**config.mk**
```make
export PLATFORM = sky130hd
export DESIGN_NAME = sg_dma_walker
export DESIGN_NICKNAME = d
export VERILOG_FILES = /design/src/rtl/sg_dma_walker.sv
export SDC_FILE = /design/constraint.sdc
export NUM_CORES = 1
export LEC_CHECK = 0
export ABC_AREA = 0
export BUFFER_PORTS_ARGS = -buffer_cell sky130_fd_sc_hd__buf_2
export CORE_MARGIN = 2
export CORE_UTILIZATION = 45
export DETAILED_ROUTE_END_ITERATION = 10
export PLACE_DENSITY = 0.74
export REMOVE_ABC_BUFFERS = 1
export SLEW_MARGIN = 30
export SYNTH_ARGS = -nofsm -noshare
export SYNTH_HDL_FRONTEND = slang
export SYNTH_SLANG_ARGS = --single-unit
```
**constraint.sdc**
```tcl
create_clock -name clk -period 7.7 [get_ports clk]
set_clock_uncertainty 0.15 [all_clocks]
set_input_delay 1.155 -clock clk [delete_from_list [all_inputs] [get_ports clk]]
set_output_delay 1.155 -clock clk [all_outputs]
set_load 0.005 [all_outputs]
```
**src/rtl/sg_dma_walker.sv**
```systemverilog
module sg_dma_walker #(
  parameter int MAX_DESC    = 8192,
  parameter int BURST_BYTES = 1024,
  parameter int BLKW        = 16,
  localparam int BEATS      = BURST_BYTES / 4,
  localparam int LW         = $clog2(BEATS + 1)
) (
  input  logic            clk,
  input  logic            rst_n,
  input  logic            start,
  input  logic            cfg_en,
  input  logic [31:0]     cfg_base,
  input  logic [31:0]     cfg_bytes,
  input  logic [BLKW-1:0] cfg_blksz,
  input  logic            cfg_to_card,
  input  logic            card_rdy,
  output logic            mem_req,
  output logic            mem_we,
  output logic [31:0]     mem_addr,
  output logic [31:0]     mem_wdata,
  output logic [3:0]      mem_be,
  output logic            mem_bfirst,
  output logic [LW-1:0]   mem_blen,
  input  logic            mem_ack,
  input  logic [31:0]     mem_rdata,
  output logic            tx_valid,
  output logic [7:0]      tx_data,
  input  logic            tx_ready,
  input  logic            rx_valid,
  input  logic [7:0]      rx_data,
  output logic            rx_ready,
  output logic            busy,
  output logic            done,
  output logic            flag_data,
  output logic            flag_sdio,
  output logic            flag_sum,
  output logic            flag_tx,
  output logic            flag_rx
);
  localparam logic [31:0] MAXV = 32'(MAX_DESC);

  typedef enum logic [3:0] {
    S_IDLE, S_WAIT, S_HDR, S_RD, S_TX, S_RX, S_WR, S_WB0, S_WB1
  } state_t;

  state_t      state;
  logic [31:0] daddr, rem, st_w, sz_w, ba_w, nx_w, xfer, dn, wbuf;
  logic [1:0]  hidx, bidx;
  logic [LW-1:0] bcnt;
  logic        dir;

  logic [31:0] left, wleft, dn_nx;
  logic [2:0]  nb;
  logic [LW-1:0] blen_d;
  logic        data_beat, go, last_byte;

  assign left      = xfer - dn;
  assign nb        = (left >= 32'd4) ? 3'd4 : left[2:0];
  assign wleft     = (left + 32'd3) >> 2;
  assign blen_d    = (wleft > 32'(BEATS)) ? LW'(BEATS) : wleft[LW-1:0];
  assign dn_nx     = dn + {29'd0, nb};
  assign last_byte = ({1'b0, bidx} == nb - 3'd1);
  assign data_beat = (state == S_RD) || (state == S_WR);
  assign go        = start && (state == S_IDLE) && cfg_en &&
                     (cfg_bytes != 32'd0) && (cfg_blksz != '0);

  assign mem_req    = (state == S_HDR) || data_beat || (state == S_WB0) || (state == S_WB1);
  assign mem_we     = (state == S_WR) || (state == S_WB0) || (state == S_WB1);
  assign mem_bfirst = data_beat ? (bcnt == '0) : 1'b1;
  assign mem_blen   = data_beat ? blen_d : LW'(1);
  assign mem_be     = (state != S_WR || nb == 3'd4) ? 4'hf : 4'((5'd1 << nb) - 5'd1);

  always_comb begin
    case (state)
      S_HDR:        mem_addr = daddr + {28'd0, hidx, 2'b00};
      S_RD, S_WR:   mem_addr = {ba_w[31:2], 2'b00} + dn;
      S_WB1:        mem_addr = daddr + 32'd4;
      default:      mem_addr = daddr;
    endcase
    case (state)
      S_WB0:   mem_wdata = st_w & 32'h7fff_ffff;
      S_WB1:   mem_wdata = sz_w;
      default: mem_wdata = wbuf;
    endcase
  end

  assign tx_valid = (state == S_TX);
  assign tx_data  = wbuf[{bidx, 3'b000} +: 8];
  assign rx_ready = (state == S_RX);
  assign busy     = (state != S_IDLE);

  always_ff @(posedge clk or negedge rst_n) begin
    if (!rst_n) begin
      state <= S_IDLE;
      daddr <= '0; rem <= '0; st_w <= '0; sz_w <= '0; ba_w <= '0; nx_w <= '0;
      xfer <= '0; dn <= '0; wbuf <= '0; hidx <= '0; bidx <= '0; bcnt <= '0;
      dir <= 1'b0; done <= 1'b0;
      flag_data <= 1'b0; flag_sdio <= 1'b0; flag_sum <= 1'b0;
      flag_tx <= 1'b0; flag_rx <= 1'b0;
    end else begin
      done <= 1'b0;
      if (data_beat && mem_ack)
        bcnt <= (bcnt == '0) ? blen_d - LW'(1) : bcnt - LW'(1);
      case (state)
        S_IDLE: if (go) begin
          daddr <= cfg_base;
          rem   <= cfg_bytes;
          dir   <= cfg_to_card;
          hidx  <= '0;
          flag_data <= 1'b0; flag_sdio <= 1'b0; flag_sum <= 1'b0;
          flag_tx <= 1'b0; flag_rx <= 1'b0;
          state <= cfg_to_card ? S_HDR : S_WAIT;
        end
        S_WAIT: if (card_rdy) state <= S_HDR;
        S_HDR: if (mem_ack) begin
          hidx <= hidx + 2'd1;
          case (hidx)
            2'd0: st_w <= mem_rdata;
            2'd1: sz_w <= (mem_rdata == 32'd0 || mem_rdata > MAXV) ? MAXV : mem_rdata;
            2'd2: ba_w <= mem_rdata;
            default: begin
              nx_w  <= mem_rdata;
              xfer  <= (sz_w < rem) ? sz_w : rem;
              dn    <= '0;
              bcnt  <= '0;
              bidx  <= '0;
              wbuf  <= '0;
              state <= dir ? S_RD : S_RX;
            end
          endcase
        end
        S_RD: if (mem_ack) begin
          wbuf  <= mem_rdata;
          bidx  <= '0;
          state <= S_TX;
        end
        S_TX: if (tx_ready) begin
          if (last_byte) begin
            dn    <= dn_nx;
            state <= (dn_nx == xfer) ? S_WB0 : S_RD;
          end else bidx <= bidx + 2'd1;
        end
        S_RX: if (rx_valid) begin
          wbuf[{bidx, 3'b000} +: 8] <= rx_data;
          if (last_byte) state <= S_WR;
          else bidx <= bidx + 2'd1;
        end
        S_WR: if (mem_ack) begin
          dn    <= dn_nx;
          bidx  <= '0;
          wbuf  <= '0;
          state <= (dn_nx == xfer) ? S_WB0 : S_RX;
        end
        S_WB0: if (mem_ack) state <= S_WB1;
        S_WB1: if (mem_ack) begin
          rem <= rem - xfer;
          if (st_w[2] || rem == xfer) begin
            state <= S_IDLE;
            done  <= 1'b1;
            flag_data <= 1'b1; flag_sdio <= 1'b1; flag_sum <= 1'b1;
            flag_tx <= dir; flag_rx <= !dir;
          end else begin
            daddr <= nx_w;
            hidx  <= '0;
            state <= S_HDR;
          end
        end
        default: state <= S_IDLE;
      endcase
    end
  end
endmodule

```
==> flow_metrics.tcl <==
set metrics [dict create \
    synthArstFlopShare_pct 100 \
    p_seq_share_pct 28.9 \
    vias_per_cell 6.10 \
    setup_violations 0 \
    grt_pass1_vias 21500 \
    track_usage_pct 30.8 \
    syn-mean-instance-area_um2 8.11 \
    grt_max_degree 133 \
    ys_types 110 \
    clock_latency_ps 580 \
    ys_top_cells_by_count "nand2_1, dfrtp_1, a21oi_1" \
    p_leak_nw 12.4 \
    timing.final.crit_period_ps 7400 \
    yosys.area.top_type "dfrtp_1" \
    slew_headroom_pct 34.8 \
    remaining_drc_errors 0 \
    worstSetupEndpointType "flip-flop" \
    clk_path_buf_depth 3 \
    cp-start-kind "flip-flop" \
    rsz0062_at_grt "no" \
    dieArea_um2 53600 \
    grt_pass1_wl_um 128000 \
    synth_area_um2 23300 \
    first_pass_iters 5 \
    yosysMostFrequentCell "nand2_1" \
    netlist_instances 2872 \
    clockPowerShare_pct 20.7 \
    max_stage_delay_ps 570 \
    fillers 4931 \
    gp_congestion 0.998 \
    cpMostUsedCell "inv_1" \
    total_power_w 0.00870 \
    synth_top_area_share_pct 33.0 \
    cts_tree "yes" \
    core_um2 51300 \
    clkTransAtPathRegs_ps 60 \
    fp.dieH_um 232 \
    p_per_area_nw_per_um2 327 \
    max_freq_mhz 135 \
    status "finished clean" \
    p_switching_w 0.00384 \
    slowest_stage "a211oi_1" \
    vias 23100 \
    ant_nets 0 \
    drt_wl_total_um 83600 \
    critPathKind "reg -> reg" \
    maxCapViolCount 0 \
    fin_hold_ws_ps 327 \
    ys_warn_count 0 \
    final_hold_viol_count 0 \
    port_buffers 225 \
    ios 226 \
    synth_edf_count 0 \
    power_report.internal_total_w 0.00485 \
    synth_top_flop_cell "dfrtp_1" \
    start_util_pct 45.4 \
    drive_above_1_share_pct 16.1 \
    antenna_found_initial 8 \
    finalMaxSlewViolations 0 \
    tns_ps 0 \
    synthTopCellsByArea "dfrtp_1, nand2_1, ha_1" \
    irDropWorstVdd_v 0.000218 \
    swShare_pct 44.2 \
    ys_ff_latch 307 \
    arrival_ps 7760 \
    clock-sinks 307 \
    die_x_um 232 \
    dp_hpwl_um 63100 \
    path_max_fanout 6 \
    num-nets-final 3342 \
    worstPathRequired_ps 8070 \
    wl_per_cell_um 22.1 \
    first_iter_violations 2418 \
    place_ws_ps 5.17 \
    tightest_slew_ps 978 \
    min-delay-path-class "reg -> reg" \
    fin_crit_sh_pct 96.0 \
    grt_overflow 0 \
    area_growth_pct 14.1 \
    clockRootBuffer "clkbuf_16" \
    cts_buffers 37 \
    ctsHtreeMaxLevel 2 \
    fin_ws_ps 304 \
    synth.yosys.seq_area_share_pct 33.0 \
    placementRows 83 \
    power_frac_comb_pct 50.4 \
]
[critical path, delay by kind of cell, from the launching register on]
| kind | cells | cell delay, ps |
|---|---|---|
| adders and majority gates | 3 | 1020 |
| xor gates and xnor gates | 2 | 310 |
| DFF | 1 | 430 |
| and+or+nand+nor | 11 | 2370 |
| AOI/OAI and AO/OA | 11 | 2590 |
| buffers and inverters | 5 | 460 |
[cell usage in the layout, fill, tap and decap left out, types with 9 or more instances in the layout]
master / Yosys / layout
nand2_1: 485 / 482
dfrtp_1: 307 / 307
a21oi_1: 235 / 234
buf_2: 5 / 224
nor2_1: 222 / 217
o21ai_0: 206 / 206
inv_1: 145 / 145
ha_1: 141 / 141
xnor2_1: 77 / 76
nand3_1: 71 / 71
mux2_2: 65 / 65
buf_4: 5 / 62
a31oi_1: 54 / 54
nor3_1: 50 / 49
a21o_1: 46 / 46
a22oi_1: 44 / 44
nor2b_1: 42 / 42
xor2_1: 42 / 42
mux2i_1: 41 / 41
and2_1: 38 / 37
clkbuf_16: 0 / 37
and3_1: 34 / 34
nor4_1: 33 / 31
nand4_1: 25 / 25
nand2b_1: 23 / 23
a211oi_1: 20 / 19
or3_1: 19 / 19
o221ai_1: 17 / 17
a22o_1: 15 / 15
o21a_1: 12 / 12
o211ai_1: 11 / 11
a21boi_0: 11 / 11
or2_2: 11 / 11
o31ai_1: 11 / 11
clkbuf_8: 1 / 10
and4_1: 9 / 9
o21bai_1: 9 / 9
o21ai_1: 9 / 9
[stage by stage]
step                      cells  utilization (%)  instance area [µm²]
after CTS                  3771             51.7                26500
final                      3780             51.8                26600
after floorplan            2740                -                22700
after detailed placement   3703             49.3                25300
after global routing       3777             51.8                26600
after global placement     3703             49.2                25200
[routing by layer]
layer / part of all wire [%] / track usage (%)
met5: 0.041 / 0
met4: 4.2 / 12.4
met1: 42 / 42.2
met3: 9.1 / 5.01
met2: 45 / 48.6
[sequential cells by signal, indices dropped and copies added, names as in the netlist]
register and count:
dir 1, hidx 2, nx_w 32, sz_w 32, wbuf 32, dn 32
flag_tx 1, bcnt 9, bidx 2, ba_w 30, xfer 32, st_w 31
flag_rx 1, rem 32, done 1, flag_sum 1, state 4, daddr 32
[final cells by class]
class | count | area (µm²) | share of cell area (%)
diodes | 4 | 10.0 | 0.0376
clock buffers | 55 | 1090 | 4.11
clock inverters | 13 | 146 | 0.550
inverters | 148 | 556 | 2.09
multi-input cells | 2285 | 14600 | 55.0
flip-flops and latches | 307 | 7680 | 28.9
well taps | 680 | 851 | 3.20
repair buffers | 288 | 1620 | 6.10
[timing repair]
action	in CTS	in global routing
setup buffers	0	5
hold buffers	0	0
gates resized for setup	1	5
endpoints found under the setup margin	2	2
pin swaps	0	3
[worst paths after layout]
kind | depth (start not counted) | slack (ps) | to | start
setup / recovery | 32 | 300 | state[1]$_DFFE_PN0P_ | xfer[0]$_DFFE_PN0P_
hold / removal | 2 | 330 | nx_w[5]$_DFFE_PN0P_ | nx_w[5]$_DFFE_PN0P_
setup reg to reg | 32 | 300 | state[1]$_DFFE_PN0P_ | xfer[0]$_DFFE_PN0P_
hold reg to reg | 2 | 330 | nx_w[5]$_DFFE_PN0P_ | nx_w[5]$_DFFE_PN0P_
max in group asynchronous | 2 | 5820 | daddr[23]$_DFFE_PN0P_ | rst_n
min in group asynchronous | 1 | 380 | bcnt[8]$_DFF_PN0_ | rst_n
[cell families (layout without fill, tap and decap cells)]
group	after synthesis	count (layout)	synth area share [%]
AO/OA/AOI/OAI	796	796	21.7
other	0	4	0
adder cells (fa/ha/maj)	146	146	8.00
buffers and inverters	280	504	4.82
multiplexers	114	114	5.68
flip-flops	307	307	33.0
AND/OR/NAND/NOR	1110	1110	22.3
XOR/XNOR	119	119	4.47
[power by group through the flow]
stage / Clock, W / Sequential (W) / Combinational [W]
after detailed placement: 0 / 0.00252 / 0.00427
after global routing: 0.00189 / 0.00256 / 0.00485
after CTS: 0.00181 / 0.00249 / 0.00430
after floorplan: 0 / 0.00236 / 0.00295
after global placement: 0 / 0.00251 / 0.00421
final: 0.00180 / 0.00251 / 0.00439
(Power assumes the default switching activity.)
